`src/rtl/dkc_pkg.sv`:
```
package dkc_pkg;
  typedef enum logic [2:0] {
    F_CTLRST = 3'd0, F_WRITE = 3'd1, F_READ = 3'd2, F_WCHK = 3'd3,
    F_SEEK = 3'd4, F_RCHK = 3'd5, F_DRVRST = 3'd6, F_WLOCK = 3'd7
  } func_e;

  typedef enum logic [1:0] {OUT_FAIL, OUT_DONE, OUT_SEEK, OUT_XFER} outcome_e;

  localparam int ADDR_W   = 16;
  localparam int SECT_LSB = 0;
  localparam int SECT_W   = 4;
  localparam int CYL_LSB  = 5;
  localparam int CYL_W    = 8;
  localparam int DRV_LSB  = 13;
  localparam int DRV_W    = 3;

  localparam int E_NXS = 5;
  localparam int E_NXC = 6;
  localparam int E_NXD = 7;
  localparam int E_PGE = 11;
  localparam int E_WLK = 13;
  localparam int E_DRE = 15;

  localparam logic [ADDR_W-1:0] ERR_SOFT = 16'h0003;
  localparam logic [ADDR_W-1:0] ERR_HARD = 16'hFFE0;
  localparam logic [ADDR_W-1:0] ERR_IMPL = ERR_SOFT | ERR_HARD;
endpackage

```
`src/rtl/dkc_areg.sv`:
```
module dkc_areg
  import dkc_pkg::*;
(
  input  logic              clk,
  input  logic              rst_n,
  input  logic              clr,
  input  logic              wr_en,
  input  logic              allow,
  input  logic [ADDR_W-1:0] wr_data,
  output logic [ADDR_W-1:0] q
);
  always_ff @(posedge clk) begin
    if (!rst_n)               q <= '0;
    else if (clr)             q <= '0;
    else if (wr_en && allow)  q <= wr_data;
  end
endmodule

```
`src/rtl/dkc_errreg.sv`:
```
module dkc_errreg
  import dkc_pkg::*;
(
  input  logic              clk,
  input  logic              rst_n,
  input  logic              clr_all,
  input  logic              clr_soft,
  input  logic [ADDR_W-1:0] set_bits,
  output logic [ADDR_W-1:0] q,
  output logic              any_err,
  output logic              hard_err
);
  logic [ADDR_W-1:0] kept;

  always_comb begin
    kept = clr_soft ? (q & ~ERR_SOFT) : q;
  end

  always_ff @(posedge clk) begin
    if (!rst_n)       q <= '0;
    else if (clr_all) q <= '0;
    else              q <= (kept | set_bits) & ERR_IMPL;
  end

  assign any_err  = |q;
  assign hard_err = |(q & ERR_HARD);
endmodule

```
`src/rtl/dkc_check.sv`:
```
module dkc_check
  import dkc_pkg::*;
#(
  parameter int NDRV  = 8,
  parameter int NSECT = 12,
  parameter int NCYL  = 203
) (
  input  func_e             func,
  input  logic              fmt,
  input  logic [ADDR_W-1:0] da,
  input  logic [NDRV-1:0]   pres,
  input  logic [NDRV-1:0]   att,
  input  logic [NDRV-1:0]   busy,
  input  logic [NDRV-1:0]   lockd,
  output outcome_e          outcome,
  output logic [ADDR_W-1:0] err_bit,
  output logic [CYL_W-1:0]  cyl
);
  localparam int NSLOT = 1 << DRV_W;

  logic [NSLOT-1:0]  p_pad, a_pad, b_pad, l_pad;
  logic [DRV_W-1:0]  drv;
  logic [SECT_W-1:0] sect;
  logic [CYL_W-1:0]  cyl_f;

  always_comb begin
    p_pad = '0; a_pad = '0; b_pad = '0; l_pad = '0;
    p_pad[NDRV-1:0] = pres;
    a_pad[NDRV-1:0] = att;
    b_pad[NDRV-1:0] = busy;
    l_pad[NDRV-1:0] = lockd;
    drv   = da[DRV_LSB +: DRV_W];
    sect  = da[SECT_LSB +: SECT_W];
    cyl_f = da[CYL_LSB +: CYL_W];

    outcome = OUT_FAIL;
    err_bit = '0;
    cyl     = cyl_f;
    if (!p_pad[drv])                                 err_bit[E_NXD] = 1'b1;
    else if (!a_pad[drv] || b_pad[drv])              err_bit[E_DRE] = 1'b1;
    else if (fmt && func != F_READ && func != F_WRITE) err_bit[E_PGE] = 1'b1;
    else if (func == F_WRITE && l_pad[drv])          err_bit[E_WLK] = 1'b1;
    else if (func == F_WLOCK)                        outcome = OUT_DONE;
    else if (func == F_DRVRST) begin
      cyl     = '0;
      outcome = OUT_SEEK;
    end
    else if (int'(sect) >= NSECT)                    err_bit[E_NXS] = 1'b1;
    else if (int'(cyl_f) >= NCYL)                    err_bit[E_NXC] = 1'b1;
    else if (func == F_SEEK)                         outcome = OUT_SEEK;
    else                                             outcome = OUT_XFER;
  end
endmodule

```
`src/rtl/dkc_dispatch.sv`:
```
module dkc_dispatch
  import dkc_pkg::*;
#(
  parameter int NDRV  = 8,
  parameter int NSECT = 12,
  parameter int NCYL  = 203
) (
  input  logic              clk,
  input  logic              rst_n,
  input  logic              cmd_valid,
  output logic              cmd_ready,
  input  logic [2:0]        cmd_func,
  input  logic              cmd_fmt,
  input  logic              da_wr_en,
  input  logic [15:0]       da_wr_data,
  input  logic [NDRV-1:0]   drv_present,
  input  logic [NDRV-1:0]   drv_attached,
  input  logic [NDRV-1:0]   drv_busy,
  input  logic [NDRV-1:0]   drv_hwlock,
  input  logic              xfer_done,
  input  logic [15:0]       xfer_err,
  input  logic              seek_cpl,
  output logic [15:0]       da_q,
  output logic              done,
  output logic              done_pulse,
  output logic              ctl_clr,
  output logic [15:0]       err_q,
  output logic              err_sum,
  output logic              err_hard,
  output logic              scp,
  output logic [2:0]        last_drive,
  output logic [NDRV-1:0]   sw_lock,
  output logic              seek_start,
  output logic              xfer_start,
  output logic [2:0]        tgt_drive,
  output logic [7:0]        tgt_cyl,
  output logic [2:0]        xfer_func
);
  func_e             func;
  outcome_e          outcome;
  logic [ADDR_W-1:0] chk_err;
  logic [CYL_W-1:0]  chk_cyl;
  logic [DRV_W-1:0]  cmd_drv;
  logic              accept, is_rst, is_cmd, xfer_fin;
  logic              lock_hit, unlock_hit;
  logic [ADDR_W-1:0] err_set;

  assign func       = func_e'(cmd_func);
  assign cmd_ready  = done;
  assign accept     = cmd_valid && done;
  assign is_rst     = accept && (func == F_CTLRST);
  assign is_cmd     = accept && (func != F_CTLRST);
  assign xfer_fin   = xfer_done && !done;
  assign cmd_drv    = da_q[DRV_LSB +: DRV_W];
  assign lock_hit   = is_cmd && (outcome == OUT_DONE);
  assign unlock_hit = is_cmd && (outcome == OUT_SEEK) && (func == F_DRVRST);
  assign err_set    = is_cmd ? chk_err : (xfer_fin ? xfer_err : '0);

  dkc_areg u_areg (
    .clk    (clk),
    .rst_n  (rst_n),
    .clr    (is_rst),
    .wr_en  (da_wr_en),
    .allow  (done),
    .wr_data(da_wr_data),
    .q      (da_q)
  );

  dkc_check #(.NDRV(NDRV), .NSECT(NSECT), .NCYL(NCYL)) u_check (
    .func   (func),
    .fmt    (cmd_fmt),
    .da     (da_q),
    .pres   (drv_present),
    .att    (drv_attached),
    .busy   (drv_busy),
    .lockd  (drv_hwlock | sw_lock),
    .outcome(outcome),
    .err_bit(chk_err),
    .cyl    (chk_cyl)
  );

  dkc_errreg u_err (
    .clk     (clk),
    .rst_n   (rst_n),
    .clr_all (is_rst),
    .clr_soft(is_cmd),
    .set_bits(err_set),
    .q       (err_q),
    .any_err (err_sum),
    .hard_err(err_hard)
  );

  for (genvar g = 0; g < NDRV; g++) begin : g_lock
    always_ff @(posedge clk) begin
      if (!rst_n)                                 sw_lock[g] <= 1'b0;
      else if (lock_hit && int'(cmd_drv) == g)    sw_lock[g] <= 1'b1;
      else if (unlock_hit && int'(cmd_drv) == g)  sw_lock[g] <= 1'b0;
    end
  end

  always_ff @(posedge clk) begin
    if (!rst_n) begin
      done       <= 1'b1;
      done_pulse <= 1'b0;
      ctl_clr    <= 1'b0;
      scp        <= 1'b0;
      last_drive <= '0;
      seek_start <= 1'b0;
      xfer_start <= 1'b0;
      tgt_drive  <= '0;
      tgt_cyl    <= '0;
      xfer_func  <= '0;
    end else begin
      ctl_clr    <= is_rst;
      seek_start <= is_cmd && (outcome == OUT_SEEK);
      xfer_start <= is_cmd && (outcome == OUT_XFER);
      done_pulse <= is_rst || (is_cmd && outcome != OUT_XFER) || xfer_fin;
      if (is_cmd && outcome == OUT_XFER) done <= 1'b0;
      else if (xfer_fin)                 done <= 1'b1;
      if (seek_cpl)    scp <= 1'b1;
      else if (accept) scp <= 1'b0;
      if (is_cmd) begin
        last_drive <= cmd_drv;
        tgt_drive  <= cmd_drv;
        tgt_cyl    <= chk_cyl;
        xfer_func  <= cmd_func;
      end
    end
  end
endmodule

```
`config.mk`:
```
export PLATFORM = sky130hd
export DESIGN_NAME = dkc_dispatch
export DESIGN_NICKNAME = d
export VERILOG_FILES = /design/src/rtl/dkc_pkg.sv /design/src/rtl/dkc_areg.sv /design/src/rtl/dkc_errreg.sv /design/src/rtl/dkc_check.sv /design/src/rtl/dkc_dispatch.sv
export SDC_FILE = /design/constraint.sdc
export NUM_CORES = 1
export LEC_CHECK = 0
export ABC_AREA = 0
export CAP_MARGIN = 10
export CORE_AREA = 2 2 90 92
export CTS_CLUSTER_DIAMETER = 50
export CTS_CLUSTER_SIZE = 30
export DETAILED_ROUTE_END_ITERATION = 7
export DIE_AREA = 0 0 92 94
export GPL_TIMING_DRIVEN = 0
export PLACE_DENSITY = 0.86
export REMOVE_ABC_BUFFERS = 1
export SLEW_MARGIN = 30
export SYNTH_ARGS = -nofsm -noshare
export SYNTH_HDL_FRONTEND = slang
export SYNTH_SLANG_ARGS = --single-unit
```
`constraint.sdc`:
```
create_clock -name clk -period 2.01 [get_ports clk]
set_input_delay 0.402 -clock clk [delete_from_list [all_inputs] [get_ports clk]]
set_output_delay 0.402 -clock clk [all_outputs]
set_load 0.1 [all_outputs]
```
After elaboration in Yosys (flattened, before gate mapping)
Index checks and enable logic that the tools add are counted.
{"block": "word_totals", "regBits": 57, "input_bits": 74, "out_inout_bits": 66, "wordCells": 157}
{"block": "op_classes", "magnitude_cmp": 3, "n_eq_ne": 17, "n_mux": 65, "n_bitwise": 3, "n_reduce_logical": 50}
{"operator": "8-bit two-way mux", "count": 6}
{"operator": "1-bit two-way mux", "count": 38}
{"operator": "16-bit two-way mux", "count": 2}
{"operator": "2-bit two-way mux", "count": 15}
{"operator": "1-bit logical AND", "count": 29}
{"operator": "3-bit equality test (second input constant)", "count": 7}
{"operator": "2-bit nonzero test", "count": 10}
{"operator": "16-bit bitwise OR", "count": 1}
{"operator": "16-bit OR reduction", "count": 1}
{"operator": "1-bit binary-select mux with 3-bit select", "count": 4}
{"operator": "11-bit OR reduction", "count": 1}
{"operator": "8-bit >= comparator (second input constant)", "count": 1}
{"operator": "8-bit bitwise OR", "count": 1}
{"operator": "3-bit by 1-bit equality test with 1-bit output (second input constant)", "count": 2}
{"operator": "3-bit by 2-bit equality test with 1-bit output (second input constant)", "count": 2}
{"operator": "3-bit logical NOT", "count": 2}
{"operator": "2-bit equality test (second input constant)", "count": 2}
{"operator": "4-bit >= comparator (second input constant)", "count": 1}
{"operator": "3-bit by 4-bit < comparator with 1-bit output (second input constant)", "count": 1}
{"operator": "1-bit logical OR", "count": 3}
{"operator": "3-bit by 1-bit != test with 1-bit output (second input constant)", "count": 1}
{"operator": "3-bit by 2-bit != test with 1-bit output (second input constant)", "count": 1}
{"operator": "3-bit nonzero test", "count": 1}
{"operator": "2-bit by 1-bit equality test with 1-bit output (second input constant)", "count": 1}
{"operator": "4 further kinds", "count": 5}

Longest topological paths before layout
{"block": "logic_depth", "word_depth": 16, "depth_mapped": 9, "ltp_nobuf": 6}

By module
A second synthesis with hierarchy kept.
{"block": "unflattened", "hier_cells": 358, "hier_area_um2": 3141.8}
{"mod": "dkc_dispatch", "instances": 1, "cells_per_inst": 157, "area_each_um2": 1352.5, "seq_area_each_um2": 560.5}
{"mod": "dkc_areg", "instances": 1, "cells_per_inst": 73, "area_each_um2": 745.7, "seq_area_each_um2": 320.3}
{"mod": "dkc_check", "instances": 1, "cells_per_inst": 75, "area_each_um2": 580.6, "seq_area_each_um2": 0.0}
{"mod": "dkc_errreg", "instances": 1, "cells_per_inst": 53, "area_each_um2": 462.9, "seq_area_each_um2": 260.2}

Worst setup path after synthesis
OpenSTA, ideal clock, no wires.
{"block": "synth_timing", "kind": "register to output", "startpoint": "register u_err.q[9]", "endpoint": "output err_sum", "arrival_time_ns": 2.853, "t_required_ns": 1.608, "path_slack_ns": -1.245, "stages_incl_launch_ff": 4, "n_path_buf": 0, "cell_sequence": "dfxtp_1 -> nor4_1 -> nand3_1 -> or3_1"}
{"block": "synth_between", "elab_chain_cells": 1}
{"item": "start: declaration", "line": "dkc_errreg.sv:9", "source": "output logic [ADDR_W-1:0] q,"}
{"item": "start signal: assignment", "line": "dkc_errreg.sv:22", "source": "else q <= (kept | set_bits) & ERR_IMPL;"}
{"item": "16-bit OR reduction", "line": "dkc_errreg.sv:25", "source": "assign any_err = |q;"}
{"item": "end: declaration", "line": "dkc_dispatch.sv:28", "source": "output logic err_sum,"}
No other way between the ends.

Final worst setup path
{"block": "layout_timing", "startpoint": "register u_areg.q[14]", "endpoint": "register sw_lock[7]"}
{"block": "layout_between", "elab_chain_cells": 12, "elab_cells_between_ends": 25, "cone_classes": "3 x eq/ne; 13 x mux; 9 x reduce/logical"}
{"item": "start: declaration", "line": "dkc_areg.sv:10", "source": "output logic [ADDR_W-1:0] q"}
{"item": "start signal: assignment", "line": "dkc_areg.sv:15", "source": "else if (wr_en && allow) q <= wr_data;"}
{"item": "1-bit binary-select mux with 3-bit select", "line": "dkc_check.sv:42", "source": "else if (func == F_WRITE && l_pad[drv]) err_bit[E_WLK] = 1'b1;"}
{"item": "1-bit two-way mux (not written as such)", "line": "dkc_check.sv:42"}
{"item": "1-bit logical AND", "line": "dkc_check.sv:42"}
{"item": "2-bit two-way mux", "line": "dkc_check.sv:42"}
{"item": "2-bit two-way mux", "line": "dkc_check.sv:41", "source": "else if (fmt && func != F_READ && func != F_WRITE) err_bit[E_PGE] = 1'b1;"}
{"item": "2-bit two-way mux", "line": "dkc_check.sv:40", "source": "else if (!a_pad[drv] || b_pad[drv]) err_bit[E_DRE] = 1'b1;"}
{"item": "2-bit two-way mux", "line": "dkc_check.sv:39", "source": "if (!p_pad[drv]) err_bit[E_NXD] = 1'b1;"}
{"item": "2-bit equality test", "line": "dkc_dispatch.sv:56", "source": "assign unlock_hit = is_cmd && (outcome == OUT_SEEK) && (func == F_DRVRST);"}
{"item": "1-bit logical AND (2 in a row)", "line": "dkc_dispatch.sv:56"}
{"item": "1-bit logical AND", "line": "dkc_dispatch.sv:97", "source": "else if (unlock_hit && int'(cmd_drv) == g) sw_lock[g] <= 1'b0;"}
{"item": "2-bit nonzero test (no source line)"}
{"item": "end: declaration", "line": "dkc_dispatch.sv:32", "source": "output logic [NDRV-1:0] sw_lock,"}
Several ways; a longest one is shown, not always the timed one. The select of a mux whose other input is x is not followed.
A chain may end at the register's enable or synchronous reset.

==> results.py <==
metrics = {
    "global_route": {
        "grt_pass1_wl_um": 13700,
        "grt_pass1_vias": 2916,
        "antenna_found_initial": 0,
        "grt_start_max_net_pins": 29,
        "grt_usage_pct": 20.1,
        "grt_remaining_overflow": 0,
    },
    "place": {
        "place.gp.congestion": 0.788,
        "placed_cell_area_um2": 3930,
        "io_buffers": 133,
        "hpwl_um": 6030,
        "place_inst": 529,
    },
    "cts": {
        "root_buffer": "clkbuf_8",
        "h-tree-depth": 3,
        "cts_tree": "yes",
        "clock_path_buffers": 2,
        "cts.sinks": 57,
        "cts_buffers": 9,
        "worst_skew_pair.late_latency_ps": 330,
        "path_clk_slew_ps": 60,
        "hold_buffers": 0,
    },
    "pwr": {
        "clock_power_share_pct": 33.4,
        "peakVddDrop_v": 0.000476,
        "powerDensity_nw_per_um2": 731,
        "power.share.sequential_pct": 38.1,
        "sw_frac_of_total_pct": 34.1,
        "p_sw_mw": 1.08,
        "power_mw": 3.18,
        "power_frac_comb_pct": 28.5,
        "p_int_mw": 2.10,
        "p_leak_nw": 1.78,
    },
    "yosys": {
        "ys.flop_type": "dfxtp_1",
        "synth-edff-count": 0,
        "ys_seq_area_share_pct": 44.0,
        "ys_types": 45,
        "ys_top_cells_by_area": "dfxtp_1 (44%), nand2_1 (8.2%), a21oi_1 (7.1%)",
        "yosysTopAreaCellShare_pct": 44.0,
        "synth-async-reset-ratio_pct": 0,
        "synth_top_area_cell": "dfxtp_1",
        "netlist_instances": 317,
        "syn_area_um2": 2590,
        "ys.warnings.count": 0,
        "ys_ff_latch": 57,
        "synth_common_cells": "dfxtp_1 (57), nand2_1 (57), a21oi_1 (37)",
        "syn_area_per_cell_um2": 8.18,
    },
    "floorplan": {
        "std_cell_rows": 32,
        "start_util_pct": 34.1,
        "core_um2": 7610,
        "die-width_um": 92,
        "die_area_um2": 8650,
        "ios": 140,
        "die_height_um": 94,
    },
    "timing": {
        "hold_viol": 0,
        "slew_violations": 0,
        "tightest_slew_ps": 979,
        "slew_headroom_pct": 35.0,
        "fin_ws_ps": -301,
        "final-setup-viol-count": 25,
        "whs_ps": 461,
        "grt_setup_unrepaired": "true",
        "fin_skew_ps": 10.8,
        "fin_crit_sh_pct": 115,
        "tns_ps": -3830,
        "period_needed_ps": 2310,
        "max_freq_ghz": 0.433,
    },
    "finish": {
        "drive_gt1_share_pct": 19.4,
        "seq_area_um2": 1150,
        "final_cells": 556,
        "fillers": 688,
        "multi_input_area_um2": 1530,
        "area_growth_pct": 67.8,
        "n_antenna_cell": 0,
        "final_area_um2": 4350,
        "fin_nets": 524,
    },
    "detailed_routing": {
        "vias": 2862,
        "avgViaCountPerCell": 5.15,
        "drc_errors": 0,
        "post_drt_wl_per_cell_um": 15.8,
        "drt_wl_total_um": 8770,
        "drtAntennaViolNets": 0,
        "drt_iter0_markers": 187,
        "dr.pass1.iters": 4,
    },
    "worst_setup_path": {
        "worstSetupPathType": "register to register",
        "slowest_stage": "or4b_4",
        "max_stage_delay_ps": 610,
        "cp-start-kind": "register",
        "cp_data_required_time_ps": 2220,
        "cp_cell_sequence": "or3b_4 -> a221oi_4 -> a21oi_2 -> or4b_4 -> buf_12 -> o311ai_4 -> o21ai_1",
        "end_kind": "register",
        "worstPathArrival_ps": 2530,
        "worstPathMaxFanout": 8,
    },
    "hold_path": {
        "hold_path_class": "register to register",
    },
    "status": {
        "violations": "negative setup slack",
        "status": "finished with violations",
    },
    "run": {
        "cap_violations": 0,
    },
}
==> power by group through the flow <==
| stage | clock network [mW] | registers, mW | logic [mW] |
|---|---|---|---|
| 6_report | 1.06 | 1.21 | 0.907 |
| 5_1_grt | 1.13 | 1.22 | 0.949 |
| 4_1_cts | 1.08 | 1.21 | 0.867 |
| 3_5_place_dp | 0 | 1.24 | 0.837 |
| 3_3_place_gp | 0 | 1.24 | 0.830 |
| 2_1_floorplan | 0 | 1.52 | 0.256 |
==> cells in the final DEF, fill, tap and decap left out, types with 3 or more instances in the layout <==
cell type,synthesis,final
o21ai_0,5,4
o22ai_1,9,8
mux2i_1,5,5
a22oi_1,9,7
nand3_1,4,4
clkdlybuf4s15_1,0,7
dlygate4sd2_1,0,37
inv_1,5,5
a22o_1,8,8
nand2b_1,8,8
a21oi_2,0,3
o311ai_4,0,3
buf_4,7,9
dfxtp_4,0,3
nor4_4,0,3
clkdlybuf4s15_2,0,6
dfxtp_1,57,52
clkbuf_2,0,17
nand2_1,57,56
nor4_2,0,4
and3_1,4,3
nor2b_1,9,7
a21boi_0,4,3
a21oi_1,37,33
and2_1,7,7
clkdlybuf4s50_1,0,64
clkbuf_8,0,11
conb_1,1,3
nor2_1,21,20
o21ai_1,3,4
==> cell families (layout without fill, tap and decap cells) <==
family | Yosys count | in the layout | share of synthesized area, %
other | 1 | 3 | 0.145
buffers and inverters | 30 | 165 | 5.79
and+or+nand+nor | 136 | 136 | 25.9
DFF | 57 | 57 | 44.0
AOI/OAI and AO/OA | 87 | 87 | 21.9
muxes | 5 | 5 | 1.93
xor gates and xnor gates | 1 | 1 | 0.338
==> per-layer routing <==
layer	global-route usage, %	wire length, µm	part of all wire (%)
met2	34.8	4240	48
met4	7.84	193	2.2
met3	7.87	807	9.2
met5	0	0	0
met1	22.3	3530	40
==> sequential cells by signal (all words and copies together), names as in the netlist <==
register / flops
u_err.q: 13
sw_lock: 8
u_areg.q: 16
scp: 1
xfer_func: 3
cmd_ready: 1
seek_start: 1
tgt_cyl: 8
xfer_start: 1
done_pulse: 1
ctl_clr: 1
tgt_drive: 3
==> area by class of cell <==
class | count | area share (%)
clock buffer | 12 | 3.56
clock inverter | 3 | 0.920
inverter | 5 | 0.431
multi-input combinational | 232 | 35.2
sequential | 57 | 26.5
tap | 102 | 2.93
timing repair buffer | 145 | 30.4
==> through the flow <==
stage,setup slack (ps),utilization (%)
final,-301,57.2
after global placement,-991,51.6
after CTS,-282,56.5
after floorplan,-1400,-
after detailed placement,-1030,51.6
after global routing,-373,57.2
==> critical path: cells and delay by family (launching register included) <==
family / cells / cell delay, ps
flip-flops: 1 / 370
AND/OR/NAND/NOR: 2 / 1030
AO/OA/AOI/OAI: 4 / 640
buffers and inverters: 1 / 160
==> what timing repair did <==
action                     4_1_cts  5_1_grt
setup endpoints to repair      110       48
gates resized for setup        130       54
buffers inserted                11        2
pin swaps                       13       20
==> path summary, 6_finish.rpt <==
check                     end         start  cells after the start  slack, ps
hold / removal    u_areg.q[4]   u_areg.q[4]                      2        460
hold reg to reg   u_areg.q[4]   u_areg.q[4]                      2        460
setup reg to reg   sw_lock[7]  u_areg.q[14]                      7       -300
setup / recovery   sw_lock[7]  u_areg.q[14]                      7       -300
Power figures use the tool's default switching activity.
